<file path="config.mk">
export PLATFORM = sky130hd
export DESIGN_NAME = dchain_dac_front
export DESIGN_NICKNAME = d
export VERILOG_FILES = /design/src/rtl/dchain_dac_front.sv
export SDC_FILE = /design/constraint.sdc
export NUM_CORES = 1
export LEC_CHECK = 0
export ABC_AREA = 1
export CORE_ASPECT_RATIO = 0.8
export CORE_MARGIN = 5
export CORE_UTILIZATION = 50
export DETAILED_ROUTE_END_ITERATION = 8
export DONT_BUFFER_PORTS = 1
export HOLD_SLACK_MARGIN = 0.1
export PLACE_DENSITY = 0.68
export SYNTH_ARGS = -nofsm -noshare
export SYNTH_HDL_FRONTEND = slang
export SYNTH_SLANG_ARGS = --single-unit
export TNS_END_PERCENT = 100
</file>
<file path="constraint.sdc">
create_clock -name clk -period 2.1 [get_ports clk]
set_input_delay 0.42 -clock clk [delete_from_list [all_inputs] [get_ports clk]]
set_output_delay 0.42 -clock clk [all_outputs]
set_load 0.01 [all_outputs]
</file>
<file path="src/rtl/dchain_dac_front.sv">
module dchain_dac_front #(
  parameter int WIDTH = 12,
  parameter int NSTB  = 4,
  parameter logic [NSTB-1:0] RISE_MASK = 4'b0100
) (
  input  logic             clk,
  input  logic             rst_n,
  input  logic [NSTB-1:0]  stb,
  input  logic             sdi,
  input  logic             ld_a_n,
  input  logic             ld_b_n,
  input  logic             clr_n,
  output logic             sdo,
  output logic [WIDTH-1:0] dac_code
);

  localparam logic [NSTB-1:0] IDLE = ~RISE_MASK;

  logic [NSTB-1:0]  stb_q, stb_qq;
  logic [NSTB-1:0]  act, quiet;
  logic             sdi_q;
  logic             shift_en;
  logic [WIDTH-1:0] sr;
  logic             hold_rst_n;

  always_ff @(posedge clk or negedge rst_n) begin
    if (!rst_n) begin
      stb_q  <= IDLE;
      stb_qq <= IDLE;
      sdi_q  <= 1'b0;
    end else begin
      stb_q  <= stb;
      stb_qq <= stb_q;
      sdi_q  <= sdi;
    end
  end

  for (genvar i = 0; i < NSTB; i++) begin : g_edge
    assign act[i]   = (stb_qq[i] == IDLE[i]) && (stb_q[i] != IDLE[i]);
    assign quiet[i] = (stb_qq[i] == IDLE[i]) && (stb_q[i] == IDLE[i]);
  end

  assign shift_en = $onehot(act) && ((act | quiet) == {NSTB{1'b1}});

  always_ff @(posedge clk or negedge rst_n) begin
    if (!rst_n)        sr <= '0;
    else if (shift_en) sr <= {sr[WIDTH-2:0], sdi_q};
  end

  assign sdo = sr[WIDTH-1];

  assign hold_rst_n = rst_n & clr_n;

  always_ff @(posedge clk or negedge hold_rst_n) begin
    if (!hold_rst_n)              dac_code <= '0;
    else if (!ld_a_n && !ld_b_n)  dac_code <= sr;
  end

endmodule


</file>
==> qor.yml <==
io-pin-count: 23
period_needed_ns: 2.28
ir_worst_vdd_mv: 0.620
core-area_mm2: 0.00248
finalHoldViolCount: 0
cts.sinks: 33
synth_common_cells: "54 x nand2_1, 27 x dfrtp_1, 12 x nand3_1, 12 x o21ai_0, 9 x inv_1"
wirelength_um: 2430
overflow: 0
pre_cts_slack_ns: -0.178
dieArea_mm2: 0.00377
syn_nets: 148
synth-xor-area-share: 0
avgSynthCellArea_um2: 9.78
cp_data_required_time_ns: 2.38
ys.flop_type: "dfrtp_1"
num_rows: 16
seq_area_frac_synth: 0.631
p_leak_nw: 0.832
crit_family: "adder cells"
cts_tree: "built"
setup.worst_path.start_class: "flop"
cts-root-buf: "clkbuf_4"
max_freq_mhz: 439
grt_pass1_wl_um: 4170
tightest_slew_ns: 0.924
clock_latency_ns: 0.33
yosysTopAreaCell: "dfrtp_1"
synth_top_family_by_area: "simple AND/OR/NAND/NOR gates"
antenna_found_initial: 0
synth_compound_area_frac: 0.0455
setup_viol: 12
power_density_mw_per_mm2: 772
layout_setup_ws_ns: -0.176
start_util: 0.532
grtUsageTotal: 0.148
synthMuxAreaShare: 0
synth_top_area_share: 0.512
ant_nets: 0
dr_total_vias: 922
postLayoutCellArea_mm2: 0.00155
ys_ff_latch: 33
critPathCaptureType: "flop"
drcViolationCount: 0
cp_cell_sequence: "nand2_2, fa_1, inv_1, ha_2, ha_4, inv_2, nand2_2, nor2_4, buf_6, nand3_1, nand2_1"
die_w_um: 67.4
fin_cells: 186
area_growth_pct: 17.5
maxCapViolCount: 0
routedWlPerCell_um: 13.1
synthTopCellsByArea: "dfrtp_1 51%, nand2_1 15%, dfstp_2 12%, nand3_1 4.5%, o21ai_0 4.5%"
cpPeakStageDelay_ns: 0.54
grt_max_degree: 23
gp_congestion: 0.757
post-synth-top-count-cell: "nand2_1"
ys_types: 15
viasPerCell: 4.96
path_max_fanout: 5
async_reset_ff_frac: 1.00
numCtsBuffers: 5
clock_skew_ns: 0.00914
syn-cell-area_mm2: 0.00132
hp-class: "in2reg"
critPathBufInv: 3
drive_gt1_frac: 0.227
rsz0062_at_grt: "yes"
fp.dieH_um: 56.0
worst-endpoint-arrival_ns: 2.55
cts_setup_buffers: 0
drt-pass1-iter-count: 4
crit_path_frequent_cell: "nand2_2"
numPortBuffers: 0
n_fill_cell: 231
violations: "setup timing"
clk_pin_slew_ns: 0.10
hpwl_um: 1560
slowest_stage: "dfstp_2"
synth_edf_count: 0
synthCells: 135
cts_max_path_buffers: 2
nNetsFinal: 162
status: "complete, but fails checks"
drt_iter0_drc: 58
min_period_over_period: 1.08
synth-warning-count: 0
place_area_mm2: 0.00136
dp_cells: 169
critPathKind: "reg2reg"
slew_viol_final: 0
htree_levels: 2
antennaDiodeCount: 0
synthAdderAreaFrac: 0.0341
max_slew_margin: 0.382
first_global_vias: 953
synth_simple_gate_area_frac: 0.231
## sequential cells by signal (all words and copies together) (netlist names)
name,flops
dac_code,12
sr,12
stb_q,4
stb_qq,4
sdi_q,1
## layer usage
| layer | part of all wire | GRT usage | vias up |
|---|---|---|---|
| li1 | - | - | 450 |
| met5 | 0 | 0 | - |
| met4 | 0.010 | 0.0434 | 0 |
| met1 | 0.43 | 0.177 | 431 |
| met2 | 0.47 | 0.235 | 39 |
| met3 | 0.096 | 0.0687 | 2 |
## cells in the final DEF (no fill, tap or decap), types with 2 or more instances in the layout
cell type      instances
nor2_4                 2
o21ai_0               12
buf_4                  3
nand3_1                8
dlygate4sd3_1          7
nand3_2                4
nand2_4                2
nand2_2                4
buf_6                  2
nand2_1               51
dfstp_2                6
clkinv_2               2
inv_1                  8
clkbuf_4               5
nor2_1                 2
dfrtp_1               27
## repair_timing
item                                    in CTS  in global routing
gates cloned                                 2                  0
hold endpoints to repair                    37                  1
endpoints found under the setup margin      12                 12
resized for setup                            9                  2
pin swaps                                   15                  5
hold buffers                                 6                  1
## kinds of logic (layout without fill, tap and decap cells)
logic type               after synthesis  in the layout
AND/OR/NAND/NOR                       72             73
buffers and inverters                 15             29
flip-flops                            33             33
AO/OA/AOI/OAI                         12             12
adder cells (fa/ha/maj)                3              3
## where the power goes
group          switching, mW  internal (mW)  total (mW)  leakage, nW
clock                  0.212          0.126       0.338       0.0310
combinational         0.0816         0.0631       0.145        0.372
sequential            0.0373          0.678       0.715        0.429
## final cells by class
cell class | instances | area, µm² | area share
flip-flops and latches | 33 | 833 | 0.537
clock inverters | 3 | 17.5 | 0.0113
inverters | 9 | 33.8 | 0.0218
clock buffers | 5 | 37.5 | 0.0242
repair buffers | 12 | 115 | 0.0742
multi-input cells | 88 | 469 | 0.302
well taps | 36 | 45.0 | 0.0290
## worst paths after layout
| check | to | slack, ns | from | depth (start not counted) |
|---|---|---|---|---|
| max | sr[3] | -0.18 | stb_qq[3] | 11 |
| min | dac_code[6] | 0.22 | ld_a_n | 2 |
| max reg2reg | sr[3] | -0.18 | stb_qq[3] | 11 |
| min reg2reg | stb_qq[3] | 0.37 | stb_q[3] | 0 |
| max in group asynchronous | dac_code[10] | 0.53 | rst_n | 3 |
| min in group asynchronous | dac_code[3] | 0.54 | clr_n | 3 |
## metrics by stage
step	hold slack [ns]	utilization	power (mW)	TNS, ns
2_1_floorplan	0.124	-	0.797	-1.02
3_3_place_gp	0.125	0.549	0.818	-1.28
3_5_place_dp	0.125	0.549	0.823	-2.07
4_1_cts	0.101	0.617	1.20	-1.74
5_1_grt	0.206	0.625	1.26	-2.92
6_report	0.215	0.625	1.20	-1.80
No activity file was read; power rests on OpenSTA's default activity.
